===== src/rtl/cmpu_pkg.sv =====
package cmpu_pkg;
  typedef enum logic [3:0] {
    MD_OFF    = 4'b0000,
    MD_TOGGLE = 4'b0010,
    MD_SET    = 4'b1000,
    MD_CLR    = 4'b1001,
    MD_IRQ    = 4'b1010,
    MD_TRIG   = 4'b1011
  } cmp_mode_e;

  localparam int ADDR_CMP  = 0;
  localparam int ADDR_CTRL = 1;
  localparam int ADDR_ACK  = 2;

  function automatic logic mode_active(input logic [3:0] m);
    return (m == MD_TOGGLE) || (m == MD_SET) || (m == MD_CLR) ||
           (m == MD_IRQ) || (m == MD_TRIG);
  endfunction
endpackage


===== src/rtl/cmpu_timer.sv =====
module cmpu_timer #(
  parameter int TW = 16
) (
  input  logic          clk,
  input  logic          rst,
  input  logic          tick,
  input  logic          clr,
  output logic [TW-1:0] cnt
);
  always_ff @(posedge clk) begin
    if (rst)       cnt <= '0;
    else if (clr)  cnt <= '0;
    else if (tick) cnt <= cnt + 1'b1;
  end
endmodule


===== src/rtl/cmpu_match.sv =====
module cmpu_match #(
  parameter int TW = 16
) (
  input  logic          clk,
  input  logic          rst,
  input  logic [TW-1:0] cnt,
  input  logic [TW-1:0] cmpv,
  input  logic          enable,
  output logic          hit
);
  logic eq_now;
  logic eq_q;

  assign eq_now = (cnt == cmpv);

  always_ff @(posedge clk) begin
    if (rst) eq_q <= 1'b0;
    else     eq_q <= eq_now;
  end

  assign hit = enable && eq_now && !eq_q;
endmodule


===== src/rtl/cmpu_action.sv =====
module cmpu_action
  import cmpu_pkg::*;
#(
  parameter bit HAS_CONV = 1'b1
) (
  input  logic       clk,
  input  logic       rst,
  input  logic [3:0] mode,
  input  logic       hit,
  input  logic       ctrl_wr,
  input  logic [4:0] ctrl_data,
  input  logic       flag_clr,
  input  logic       conv_en,
  output logic       pin,
  output logic       flag,
  output logic       trig,
  output logic       conv
);
  logic trig_hit;
  assign trig_hit = hit && (mode == MD_TRIG);

  always_ff @(posedge clk) begin
    if (rst) begin
      pin  <= 1'b0;
      flag <= 1'b0;
      trig <= 1'b0;
    end else begin
      trig <= trig_hit;
      if (hit)           flag <= 1'b1;
      else if (flag_clr) flag <= 1'b0;
      if (ctrl_wr && (ctrl_data == 5'd0 || ctrl_data[3:0] == MD_SET))
        pin <= 1'b0;
      else if (ctrl_wr && ctrl_data[3:0] == MD_CLR)
        pin <= 1'b1;
      else if (hit) begin
        case (mode)
          MD_SET:    pin <= 1'b1;
          MD_CLR:    pin <= 1'b0;
          MD_TOGGLE: pin <= ~pin;
          default:   pin <= pin;
        endcase
      end
    end
  end

  generate
    if (HAS_CONV) begin : g_conv
      always_ff @(posedge clk) begin
        if (rst) conv <= 1'b0;
        else     conv <= trig_hit && conv_en;
      end
    end else begin : g_noconv
      assign conv = 1'b0;
    end
  endgenerate
endmodule


===== src/rtl/cmp_out_unit.sv =====
module cmp_out_unit
  import cmpu_pkg::*;
#(
  parameter int TW       = 16,
  parameter int AW       = 2,
  parameter bit HAS_CONV = 1'b1
) (
  input  logic          clk,
  input  logic          rst,
  input  logic          tick_en,
  input  logic          wr_en,
  input  logic [AW-1:0] wr_addr,
  input  logic [TW-1:0] wr_data,
  input  logic          conv_en,
  output logic [TW-1:0] timer_val,
  output logic          cmp_pin,
  output logic          irq_flag,
  output logic          irq,
  output logic          tmr_clr_pulse,
  output logic          conv_start
);
  localparam int CTRL_W = 5;

  logic [TW-1:0] cmp_q;
  logic [3:0]    mode_q;
  logic          ien_q;
  logic          ctrl_wr, ack_wr, hit;

  assign ctrl_wr = wr_en && (wr_addr == AW'(ADDR_CTRL));
  assign ack_wr  = wr_en && (wr_addr == AW'(ADDR_ACK));

  always_ff @(posedge clk) begin
    if (rst) begin
      cmp_q  <= '0;
      mode_q <= MD_OFF;
      ien_q  <= 1'b0;
    end else if (wr_en) begin
      if (wr_addr == AW'(ADDR_CMP)) cmp_q <= wr_data;
      if (ctrl_wr) begin
        mode_q <= wr_data[3:0];
        ien_q  <= wr_data[4];
      end
    end
  end

  cmpu_timer #(.TW(TW)) u_timer (
    .clk(clk), .rst(rst), .tick(tick_en), .clr(tmr_clr_pulse), .cnt(timer_val)
  );

  cmpu_match #(.TW(TW)) u_match (
    .clk(clk), .rst(rst), .cnt(timer_val), .cmpv(cmp_q),
    .enable(mode_active(mode_q)), .hit(hit)
  );

  cmpu_action #(.HAS_CONV(HAS_CONV)) u_action (
    .clk(clk), .rst(rst), .mode(mode_q), .hit(hit), .ctrl_wr(ctrl_wr),
    .ctrl_data(wr_data[CTRL_W-1:0]), .flag_clr(ack_wr), .conv_en(conv_en),
    .pin(cmp_pin), .flag(irq_flag), .trig(tmr_clr_pulse), .conv(conv_start)
  );

  assign irq = irq_flag && ien_q;
endmodule


===== config.mk =====
export PLATFORM = sky130hd
export DESIGN_NAME = cmp_out_unit
export DESIGN_NICKNAME = d
export VERILOG_FILES = /design/src/rtl/cmpu_pkg.sv /design/src/rtl/cmpu_timer.sv /design/src/rtl/cmpu_match.sv /design/src/rtl/cmpu_action.sv /design/src/rtl/cmp_out_unit.sv
export SDC_FILE = /design/constraint.sdc
export NUM_CORES = 1
export LEC_CHECK = 0
export BUFFER_PORTS_ARGS = -buffer_cell sky130_fd_sc_hd__buf_2
export CAP_MARGIN = 10
export CORE_MARGIN = 2
export CORE_UTILIZATION = 55
export CTS_BUF_LIST = sky130_fd_sc_hd__clkbuf_4
export DETAILED_ROUTE_END_ITERATION = 7
export PLACE_DENSITY = 0.82
export SLEW_MARGIN = 0
export SYNTH_ARGS = -nofsm -noshare
export SYNTH_HDL_FRONTEND = slang
export SYNTH_SLANG_ARGS = --single-unit

===== constraint.sdc =====
create_clock -name clk -period 2 [get_ports clk]
set_clock_uncertainty 0.1 [all_clocks]
set_input_delay 0.1 -clock clk [delete_from_list [all_inputs] [get_ports clk]]
set_output_delay 0.1 -clock clk [all_outputs]
set_load 0.01 [all_outputs]

# Word-level counts from Yosys, hierarchy flattened
# Index checks and enable logic that the tools add are counted.
# totals
register_bits	42
in_bits	23
out_inout_bits	21
# classes
add_sub_neg	1
eq_ne	10
n_mux	5
bitwise_logic	1
n_reduce_logical	25
# ops
op	n
== test 4 bit (second input constant)	6
adder 16 x 1 -> 16 bit (second input constant)	1
== test 16 bit	1
logical AND 1 bit	9
AND reduction 2 bit	3
zero test 5 bit	1
logical OR 1 bit	5
== test 4 x 2 -> 1 bit (second input constant)	1
2-to-1 mux 1 bit	4
nonzero test 2 bit	2
nonzero test 4 bit	1
OR reduction 2 bit	2
one-hot mux 1 bit (3 select lines)	1
== test 2 x 1 -> 1 bit (second input constant)	1
== test 2 bit (second input constant)	1
zero test 2 bit	1
zero test 1 bit	1
inverter 1 bit	1

# Depth between registers and ports, before layout
# depth
ltp_word	9
ltp_mapped	6

# Hierarchy
# From an unflattened synthesis, not the netlist that was laid out.
# unflattened
hier_cells	226
hier_area_um2	2158.3
# by_module_without_submodules
module	n_inst	cells_per_inst	area_each_um2	seq_area_each_um2
cmp_out_unit	1	93	968.4	420.4
cmpu_timer	1	86	780.7	320.3
cmpu_match	1	24	207.7	20.0
cmpu_action	1	23	201.4	80.1

# Worst setup path after synthesis
# OpenSTA, ideal clock, no wires.
# synth_timing
path_kind	reg-to-reg
startpoint	register u_timer.cnt[3]
endpoint	register u_action.pin
setup_time_ns	0.070
arrival_time_ns	1.623
path_slack_ns	0.207
path_stages_with_launch	7
n_path_buf	1
synth_period_minus_slack_ns	1.793
path_cell_list	dfxtp_1 > buf_6 > xor2_1 > nor4_1 > nand4_1 > or4_1 > a21oi_1
# synth_via
elab_chain_cells	5
# synth_rtl
element	line_no	source
from (decl)	cmpu_timer.sv:8	output logic [TW-1:0] cnt
from (signal assigned)	cmpu_timer.sv:13	else if (tick) cnt <= cnt + 1'b1;
== test 16 bit	cmpu_match.sv:14	assign eq_now = (cnt == cmpv);
logical AND 1 bit (2 in series)	cmpu_match.sv:21	assign hit = enable && eq_now && !eq_q;
nonzero test 2 bit (no line)	n/a	
AND reduction 2 bit (no line)	n/a	
to (signal assigned)	cmpu_action.sv:39	MD_TOGGLE: pin <= ~pin;
to (signal assigned)	cmpu_action.sv:40	default: pin <= pin;
to (decl)	cmpu_action.sv:14	output logic pin,
# No other way between the ends.
# A chain may end at the register's enable or synchronous reset.

# Final worst setup path
# layout_timing
startpoint	register u_timer.cnt[0]
endpoint	register u_action.pin
# Same word-level chain as after synthesis.

==> impl_metrics.csv <==
group,metric,value,unit
drt,drc_errors,0,
floorplanning,core.rowCount,20,
final_layout,num-fill-cells,262,
floorplanning,die_y,61.5,um
worst_setup_path,reg2regPathDepth,6,
power_and_ir_drop,powerDensity,610,nW/um2
timing,relSlewSlack,0.705,
drt,routedWlPerCell,13.5,um
timing,rsz0062_at_grt,"false",
placed_design,hpwl,2890,um
drt,drtIter0Drc,68,
final_layout,final_common_cell,"buf_2",
floorplanning,core_area,3100,um2
yosys,synthTopCellsByArea,"dfxtp_1, xor2_1, nand2_1",
power_and_ir_drop,ir_drop,495,uV
final_layout,fin_nets,308,
yosys,yosys.area.top_type,"dfxtp_1",
yosys,yosys_warnings,0,
drt,num_vias,1707,
timing,period_needed,1880,ps
clock_tree,clk_latency,350,ps
clock_tree,cts_tree,"built",
yosys,synth_top_area_frac,0.462,
floorplanning,die_x,61.5,um
worst_setup_path,arrival,2020,ps
floorplanning,ios,44,
final_layout,final_core_util,0.756,
timing,setup_viol,0,
yosys,synth_nets,240,
timing,tightest_slew,443,ps
worst_setup_path,cp-end-kind,"register",
min_path,hold_path.class,"input pin to register",
global_routing,grt_remaining_overflow,0,
clock_tree,cts_sinks,42,
drt,ant_nets,0,
global_routing,grt_max_degree,27,
yosys,syn_inst,216,
worst_setup_path,cp_max_fo,5,
yosys,syn_avg_cell_area,8.43,um2
clock_tree,root_buffer,"clkbuf_4",
drt,post_drt_via_cell_ratio,5.22,
placed_design,place_congestion,0.906,
final_layout,syn_to_final_growth,28.8,%
clock_tree,cts_buffer_depth,2,
global_routing,grt_pass1_vias,1591,
global_routing,grt_pass1_wl,7090,um
yosys,synth-edff-count,0,
clock_tree,htreeDepth,2,
final_layout,antenna_cells,0,
worst_setup_path,crit_required,2150,ps
run_status,outcome,"completed",
worst_setup_path,reg2reg_to,"u_action.pin$_SDFFE_PP0P_",
min_path,holdPathEnd,"ien_q$_SDFFE_PP0P_",
clock_tree,numCtsBuffers,5,
placed_design,numPortBuffers,43,
floorplanning,initial_core_util,0.587,
yosys,yosysUniqueCellTypes,28,
yosys,synth-seq-area-share,0.462,
clock_tree,path_clk_slew,120,ps
job,timing.max_cap.violations,0,
worst_setup_path,worstSetupPathType,"register to register",
worst_setup_path,r2r_start,"u_timer.cnt[0]$_SDFFE_PP0P_",
global_routing,grt_usage,0.260,
timing,finalMaxSlewViolations,0,
timing,finalHoldViolations,0,
yosys,ys_async_sr_fraction,0,
final_layout,final_cell_mix,"buf_2, dfxtp_1, nand2_1, xor2_1, nor2_1",
yosys,ys_ff_latch,42,
yosys,ys.flop_type,"dfxtp_1",
drt,drt_wl_total,4400,um
power_and_ir_drop,p_leak,1.10,nW
timing,period_share,0.938,
timing,tns,0,ps
min_path,whs_path_depth,2,
final_layout,drive_above_1_share,0.216,
timing,fmax,533,MHz
floorplanning,die_area,3790,um2
worst_setup_path,worstSetupStartpointType,"register",
min_path,min_from,"rst",
drt,drt_pass1_iterations,4,
worst_setup_path,startpoint,"u_timer.cnt[0]$_SDFFE_PP0P_",
yosys,synth_area,1820,um2
global_routing,antenna_found_initial,0,
worst_setup_path,r2r_setup_slack,120,ps
[through the flow]
step / std cells / area, um2 / power, mW / hold slack (ps) / setup WS [ps]
after detailed placement: 302 / 2110 / 1.03 / 214 / 117
after CTS: 326 / 2330 / 1.43 / 62.9 / 86.1
after global placement: 302 / 2110 / 1.03 / 200 / 156
final: 327 / 2340 / 1.43 / 65.5 / 123
after global routing: 327 / 2340 / 1.48 / 101 / 26.9
after floorplan: 216 / 1820 / 0.977 / 122 / 207
[routing by layer]
| metal | global-route usage | wire (um) | vias to the layer above |
|---|---|---|---|
| met5 | 0 | 0 | - |
| met2 | 0.447 | 2220 | 45 |
| met1 | 0.301 | 1900 | 791 |
| met4 | 0.103 | 96 | 0 |
| met3 | 0.0798 | 183 | 11 |
| li1 | - | - | 860 |
[registers in the layout (all words and copies together), names as in the netlist]
register and count:
cmp_q 16, u_timer.cnt 16, mode_q 4, ien_q 1, u_action.conv 1, u_action.flag 1
u_action.pin 1, u_action.trig 1, u_match.eq_q 1
[kinds of logic after synthesis]
| kind of cell | Yosys count | share of synthesized area |
|---|---|---|
| buffers and inverters | 12 | 0.0289 |
| adders and majority gates | 1 | 0.00687 |
| muxes | 5 | 0.0275 |
| DFF | 42 | 0.462 |
| xor gates and xnor gates | 29 | 0.140 |
| and+or+nand+nor | 98 | 0.254 |
| AOI/OAI and AO/OA | 29 | 0.0818 |
[area by class of cell]
| type | count | area (um2) | area share |
|---|---|---|---|
| repair buffers | 70 | 463 | 0.197 |
| multi-input cells | 162 | 933 | 0.398 |
| well taps | 44 | 55.1 | 0.0235 |
| flip-flops and latches | 42 | 841 | 0.359 |
| clock buffers | 5 | 37.5 | 0.0160 |
| inverters | 3 | 11.3 | 0.00480 |
| clock inverters | 1 | 3.75 | 0.00160 |
[power breakdown]
| group | switching, mW | leakage [nW] | internal [mW] | total [mW] |
|---|---|---|---|---|
| clock network | 0.260 | 0.0246 | 0.120 | 0.381 |
| registers | 0.0193 | 0.340 | 0.859 | 0.878 |
| logic | 0.0834 | 0.740 | 0.0884 | 0.172 |
[how the worst max path moves through the flow]
stage                                end  cells past startpoint
2_1_floorplan  u_action.pin$_SDFFE_PP0P_                      6
3_3_place_gp   u_action.pin$_SDFFE_PP0P_                      5
3_5_place_dp   u_action.pin$_SDFFE_PP0P_                      5
4_1_cts        u_action.pin$_SDFFE_PP0P_                      5
5_1_grt        u_action.pin$_SDFFE_PP0P_                      6
6_report       u_action.pin$_SDFFE_PP0P_                      6
[Yosys cell counts, drive strengths merged, types with 3 or more instances]
master / n
dfxtp: 42
xor2: 27
o21ai: 4
nand2: 39
and3: 4
nand3: 3
clkbuf: 8
nor2: 25
nor4: 4
a21oi: 24
inv: 3
nor3: 4
nand4: 6
mux2i: 5
[worst max-delay path, stage by stage, from the launching register on]
cell	delay [ps]
dfxtp_1	380
xor2_1	190
nor4_2	280
nand4_1	180
buf_4	190
o41ai_1	390
a21oi_1	70
[what timing repair did]
item,CTS,global route
setup endpoints to repair,0,1
hold buffers,18,0
resized for setup,0,1
buffers inserted,0,1
endpoints found under the hold margin,23,0
(Power assumes the default switching activity.)
